==> config.mk <==
export PLATFORM = sky130hd
export DESIGN_NAME = dm_read_cache
export DESIGN_NICKNAME = d
export VERILOG_FILES = /design/src/rtl/dmc_pkg.sv /design/src/rtl/dmc_addr_split.sv /design/src/rtl/dmc_line_store.sv /design/src/rtl/dmc_byte_sel.sv /design/src/rtl/dm_read_cache.sv
export SDC_FILE = /design/constraint.sdc
export NUM_CORES = 1
export LEC_CHECK = 0
export BUFFER_PORTS_ARGS = -buffer_cell sky130_fd_sc_hd__buf_4
export CORE_ASPECT_RATIO = 0.9
export CORE_MARGIN = 4
export CORE_UTILIZATION = 25
export CTS_CLUSTER_SIZE = 12
export DETAILED_ROUTE_END_ITERATION = 8
export PLACE_DENSITY = 0.5
export SKIP_LAST_GASP = 1
export SLEW_MARGIN = 20
export SYNTH_ARGS = -nofsm -noshare
export SYNTH_HDL_FRONTEND = slang
export SYNTH_HIERARCHICAL = 1
export SYNTH_SLANG_ARGS = --single-unit
==> constraint.sdc <==
create_clock -name clk -period 5.6 [get_ports clk]
set_clock_uncertainty 0.15 [all_clocks]
set_input_delay 1.12 -clock clk [delete_from_list [all_inputs] [get_ports clk]]
set_output_delay 1.12 -clock clk [all_outputs]
set_load 0.02 [all_outputs]
==> src/rtl/dmc_pkg.sv <==
package dmc_pkg;
  typedef enum logic [1:0] {
    ST_IDLE   = 2'd0,
    ST_LOOKUP = 2'd1,
    ST_FILL   = 2'd2,
    ST_REPLY  = 2'd3
  } dmc_state_e;
endpackage

==> src/rtl/dmc_addr_split.sv <==
module dmc_addr_split #(
  parameter int ADDR_W = 12,
  parameter int IDX_W  = 3,
  parameter int OFS_W  = 2,
  localparam int TAG_W = ADDR_W - IDX_W - OFS_W
) (
  input  logic [ADDR_W-1:0] addr,
  output logic [TAG_W-1:0]  tag,
  output logic [IDX_W-1:0]  idx,
  output logic [OFS_W-1:0]  ofs
);
  // offset low, index middle, tag upper
  assign ofs = addr[OFS_W-1:0];
  assign idx = addr[OFS_W +: IDX_W];
  assign tag = addr[ADDR_W-1 -: TAG_W];
endmodule

==> src/rtl/dmc_line_store.sv <==
module dmc_line_store #(
  parameter int IDX_W = 3,
  parameter int TAG_W = 7,
  parameter int BLK_W = 32,
  localparam int LINES = 1 << IDX_W
) (
  input  logic             clk,
  input  logic             rst_n,
  input  logic             wr_en,
  input  logic [IDX_W-1:0] wr_idx,
  input  logic [TAG_W-1:0] wr_tag,
  input  logic [BLK_W-1:0] wr_blk,
  input  logic [IDX_W-1:0] rd_idx,
  output logic             rd_valid,
  output logic [TAG_W-1:0] rd_tag,
  output logic [BLK_W-1:0] rd_blk
);
  logic [LINES-1:0] valid_q;
  logic [TAG_W-1:0] tag_q [LINES];
  logic [BLK_W-1:0] blk_q [LINES];

  for (genvar i = 0; i < LINES; i++) begin : g_line
    logic line_we;
    assign line_we = wr_en && (wr_idx == IDX_W'(i));

    // valid bits cleared by reset
    always_ff @(posedge clk or negedge rst_n) begin
      if (!rst_n) begin
        valid_q[i] <= 1'b0;
      end else if (line_we) begin
        valid_q[i] <= 1'b1;
      end
    end

    // tag and data overwritten unconditionally on fill
    always_ff @(posedge clk) begin
      if (line_we) begin
        tag_q[i] <= wr_tag;
        blk_q[i] <= wr_blk;
      end
    end
  end

  assign rd_valid = valid_q[rd_idx];
  assign rd_tag   = tag_q[rd_idx];
  assign rd_blk   = blk_q[rd_idx];

  AST_FILL_SETS_VALID: assert property (@(posedge clk) disable iff (!rst_n)
    wr_en |=> valid_q[$past(wr_idx)]);
endmodule

==> src/rtl/dmc_byte_sel.sv <==
module dmc_byte_sel #(
  parameter int OFS_W = 2,
  localparam int NBYTES = 1 << OFS_W,
  localparam int BLK_W  = 8 * NBYTES
) (
  input  logic [BLK_W-1:0] blk,
  input  logic [OFS_W-1:0] ofs,
  output logic [7:0]       byte_out
);
  logic [7:0] lane [NBYTES];

  // byte i of the block sits in bits [8i+7:8i]
  for (genvar i = 0; i < NBYTES; i++) begin : g_lane
    assign lane[i] = blk[8*i +: 8];
  end

  assign byte_out = lane[ofs];
endmodule

==> src/rtl/dm_read_cache.sv <==
module dm_read_cache #(
  parameter int ADDR_W = 12,
  parameter int IDX_W  = 3,
  parameter int OFS_W  = 2,
  localparam int TAG_W = ADDR_W - IDX_W - OFS_W,
  localparam int BLK_W = 8 * (1 << OFS_W)
) (
  input  logic              clk,
  input  logic              rst_n,
  input  logic              req_valid,
  output logic              req_ready,
  input  logic [ADDR_W-1:0] req_addr,
  output logic              rsp_valid,
  output logic [7:0]        rsp_data,
  output logic              rsp_miss,
  output logic              mem_req_valid,
  output logic [ADDR_W-1:0] mem_req_addr,
  input  logic              mem_rsp_valid,
  input  logic [BLK_W-1:0]  mem_rsp_data
);
  import dmc_pkg::*;

  dmc_state_e        state_q, state_d;
  logic [ADDR_W-1:0] addr_q;
  logic              addr_en;
  logic [TAG_W-1:0]  cur_tag;
  logic [IDX_W-1:0]  cur_idx;
  logic [OFS_W-1:0]  cur_ofs;
  logic              line_valid;
  logic [TAG_W-1:0]  line_tag;
  logic [BLK_W-1:0]  line_blk;
  logic              hit;
  logic              fill_we;

  dmc_addr_split #(.ADDR_W(ADDR_W), .IDX_W(IDX_W), .OFS_W(OFS_W)) u_split (
    .addr (addr_q),
    .tag  (cur_tag),
    .idx  (cur_idx),
    .ofs  (cur_ofs)
  );

  dmc_line_store #(.IDX_W(IDX_W), .TAG_W(TAG_W), .BLK_W(BLK_W)) u_store (
    .clk      (clk),
    .rst_n    (rst_n),
    .wr_en    (fill_we),
    .wr_idx   (cur_idx),
    .wr_tag   (cur_tag),
    .wr_blk   (mem_rsp_data),
    .rd_idx   (cur_idx),
    .rd_valid (line_valid),
    .rd_tag   (line_tag),
    .rd_blk   (line_blk)
  );

  dmc_byte_sel #(.OFS_W(OFS_W)) u_sel (
    .blk      (line_blk),
    .ofs      (cur_ofs),
    .byte_out (rsp_data)
  );

  // hit needs valid line and equal tag
  assign hit     = line_valid && (line_tag == cur_tag);
  assign addr_en = req_valid && req_ready;
  assign fill_we = (state_q == ST_FILL) && mem_rsp_valid;

  always_comb begin
    state_d = state_q;
    case (state_q)
      ST_IDLE:   if (addr_en) state_d = ST_LOOKUP;
      ST_LOOKUP: state_d = hit ? ST_IDLE : ST_FILL;
      ST_FILL:   if (mem_rsp_valid) state_d = ST_REPLY;
      ST_REPLY:  state_d = ST_IDLE;
      default:   state_d = ST_IDLE;
    endcase
  end

  always_ff @(posedge clk or negedge rst_n) begin
    if (!rst_n) state_q <= ST_IDLE;
    else        state_q <= state_d;
  end

  always_ff @(posedge clk) begin
    if (addr_en) addr_q <= req_addr;
  end

  assign req_ready     = (state_q == ST_IDLE);
  assign rsp_valid     = ((state_q == ST_LOOKUP) && hit) || (state_q == ST_REPLY);
  assign rsp_miss      = (state_q == ST_REPLY);
  assign mem_req_valid = (state_q == ST_FILL);
  // block-aligned fetch address
  assign mem_req_addr  = {cur_tag, cur_idx, {OFS_W{1'b0}}};

  AST_FETCH_HELD: assert property (@(posedge clk) disable iff (!rst_n)
    mem_req_valid && !mem_rsp_valid |=> mem_req_valid);
  AST_ONE_OUTSTANDING: assert property (@(posedge clk) disable iff (!rst_n)
    req_valid && req_ready |=> !req_ready);
  AST_MISS_AFTER_FILL: assert property (@(posedge clk) disable iff (!rst_n)
    rsp_valid && rsp_miss |-> $past(mem_rsp_valid && mem_req_valid));
  AST_HIT_TIMING: assert property (@(posedge clk) disable iff (!rst_n)
    rsp_valid && !rsp_miss |-> $past(req_valid && req_ready));
  AST_NO_RSP_WHILE_FETCH: assert property (@(posedge clk) disable iff (!rst_n)
    mem_req_valid |-> !rsp_valid && !req_ready);
endmodule

==> summary.txt <==
Timing
  • Hold_ws: 0.260 ns
  • Worst Tran Pin Value: 0.932 ns
  • # setup viols final: 0
  • Rel. slew slack: 0.379
  • Hold Vio Cnt, Final: 0
  • Sum of negative setup slack: 0 ns
  • Max frequency: 205 MHz
  • Pins over their slew limit: 0
  • Final period util: 0.870
  • Final min period: 4.87 ns
  • RSZ-0062 raised after global routing: false

Power and ir drop
  • Overall power: 6.10 mW
  • Peak supply drop: 0.209 mV
  • Power density cells: 386 mW/mm2
  • Leak pwr: 5.22 nW

Detailed routing
  • Vias: 5804
  • DR DRC count: 0
  • Post-detailed-route count of antenna-violating nets: 0
  • DR iter-0 viols: 347
  • Routed wire length: 29100 um
  • Via-to-Cell Ratio: 4.30
  • Drt pass-1 iters: 6
  • Per-cell routed wire length: 21.6 um

Worst setup path
  • CP peak stage delay: 0.77 ns
  • Reg2Reg Setup Slack: 2.21 ns
  • Critical path cell sequence: buf_12 -> buf_12 -> mux4_1 -> mux2_2 -> mux4_2 -> buf_4
  • Setup CP Type: flop to output pin
  • CP Max Fanout: 32
  • CP endpoint kind: output pin
  • R2R Path End: u_store/blk_q[1][28]
  • R2r startpoint: addr_q[2]
  • Worst Path Arrival: 3.60 ns
  • Critical path data required time: 4.33 ns
  • Buf/Inv on CP: 3
  • Startpoint Class: flop
  • CP most frequent cell: buf_12
  • CP delay by family, top: multiplexers
  • WP depth: 6
  • FF-to-FF path depth: 5
  • Slowest cell on crit path: edfxtp_1

Die
  • DIE HEIGHT: 227 um
  • Die ar.: 0.0569 mm2
  • Num ports: 72
  • Initial Util: 0.255
  • Row count: 79
  • Die Width: 251 um
  • Core area: 0.0521 mm2

Global routing
  • First-pass GRT wire length: 42500 um
  • Initial antenna violation count: 5
  • Vias in the first global route: 6087
  • GRT overflow: 0
  • Total track usage: 0.102
  • Largest net degree at the start of global routing: 91

Cells and area
  • Layout cells sized above 1: 0.299
  • Non-filler instance count after layout: 1349
  • Multi-input logic area: 0.00308 mm2
  • Final net count: 680
  • Seq. cell area: 0.00998 mm2
  • Synth-to-Final Area Change: 18.9%
  • Post-route cell area: 0.0158 mm2
  • # fillers: 4990

Clock network
  • Root buffer cell: clkbuf_16
  • Num CTS Buffers: 38
  • Clk slew on worst S/H paths: 0.06 ns
  • H-tree Lvls: 2
  • CTS tree: built
  • Clock buffer depth: 3
  • Cts hold-fix bufs: 0
  • CTS Sinks: 334
  • Post-cts sizing count: 0
  • Skew-Pair Late Insertion Delay: 0.54 ns
  • Post-CTS Setup Inserts: 0

Synth
  • Number of flops mapped to enable cells by yosys: 324
  • Main area contributors after synthesis: edfxtp_1 73%, mux4_1 16%, mux2_2 3.4%
  • Area leader, netlist: edfxtp_1
  • Ys flop type: edfxtp_1
  • Synth warn: 6
  • Mapped Avg Cell Area: 24.3 um2
  • Top-area cell type share of the netlist area: 0.732
  • Yosys reg bits: 334
  • Post-synthesis cell type count: 31
  • Post-synthesis sequential area ratio: 0.751
  • Netlist Area Pre-Place: 0.0133 mm2
  • FFs w/ async S/R, synth: 0.0299
  • Post-Syn Instances: 546

Place
  • Port bufs: 69
  • RD Place Congestion: 0.659
  • DP Area: 0.0146 mm2
  • Placed cells: 1280
  • DPL Wire Length: 16500 um

Worst hold path
  • Worst hold path type: input port to asynchronous set/reset pin

Status
  • Status: finished clean

Job
  • Total of max-cap violations: 0
[registers in the layout, summed over array words and instances (netlist names), named ones only]
name             cells
addr_q              12
state_q              1
u_store/blk_q      256
u_store/tag_q       56
u_store/valid_q      8
[area by class of cell]
type,instances,area share
sequential,334,0.632
multi-input combinational,168,0.195
clock buffer,55,0.0681
tap,688,0.0545
timing repair buffer,85,0.0428
clock inverter,12,0.00586
inverter,5,0.00119
antenna,2,0.000317
[synth_stat cells (3+ instances only)]
| library cell | instances |
|---|---|
| edfxtp_1 | 324 |
| mux4_1 | 80 |
| mux2_2 | 40 |
| clkbuf_1 | 15 |
| buf_4 | 14 |
| buf_6 | 10 |
| dfrtp_1 | 10 |
| mux4_2 | 8 |
| inv_1 | 5 |
| xnor2_1 | 5 |
| nor2_1 | 4 |
| nand2_1 | 3 |
| or2_2 | 3 |
[placed cells by master (no fill, tap or decap), types with 2 or more instances in the layout]
master / count
edfxtp_1: 324
buf_4: 82
mux4_1: 80
mux2_2: 40
clkbuf_16: 39
clkbuf_1: 12
dfrtp_1: 10
mux4_2: 8
inv_1: 5
xnor2_1: 5
inv_6: 4
clkbuf_8: 4
nand2_1: 3
nor2_1: 3
clkinv_2: 3
buf_12: 3
or2_2: 3
diode_2: 2
xor2_1: 2
and2_1: 2
conb_1: 2
clkinv_1: 2
clkinvlp_4: 2
nor3_2: 2
nor3b_2: 2
nor4bb_4: 2
o31ai_1: 2
a41o_1: 2
[cells by family (layout without fill, tap and decap cells)]
logic type,count (synthesis),in the layout,synth area share
DFF,334,334,0.751
buffers and inverters,45,157,0.0224
xor gates and xnor gates,7,7,0.00462
and+or+nand+nor,23,23,0.0103
other,1,4,0.000282
AOI/OAI and AO/OA,7,7,0.00471
muxes,129,129,0.206
[through the flow]
step | setup WS [ns] | utilization
3_3_place_gp | 1.26 | 0.281
4_1_cts | 0.650 | 0.303
2_1_floorplan | 0.562 | -
5_1_grt | 0.585 | 0.303
6_report | 0.729 | 0.303
3_5_place_dp | 1.26 | 0.281
[where the power goes]
part           internal (mW)  switching [mW]  total, mW
registers               2.90          0.0845       2.99
clock network           1.35           0.970       2.32
logic                  0.387           0.406      0.793
total                   4.64            1.46       6.10
[how the worst max path moves through the flow]
stage,start,endpoint,slack [ns]
6_report,addr_q[2],rsp_data[0],0.73
3_3_place_gp,addr_q[2],rsp_data[0],1.26
3_5_place_dp,addr_q[2],rsp_data[0],1.26
5_1_grt,addr_q[2],rsp_data[0],0.59
4_1_cts,addr_q[2],rsp_data[0],0.65
2_1_floorplan,mem_rsp_valid,u_store/blk_q[3][0],0.56
[per-layer routing]
layer  track usage  part of all wire  vias up
met3        0.0244             0.051       51
li1              -                 -     2560
met4        0.0315             0.021        4
met2         0.162              0.47      116
met1         0.139              0.46     3073
met5             0            0.0012        -
(Power assumes the default switching activity.)
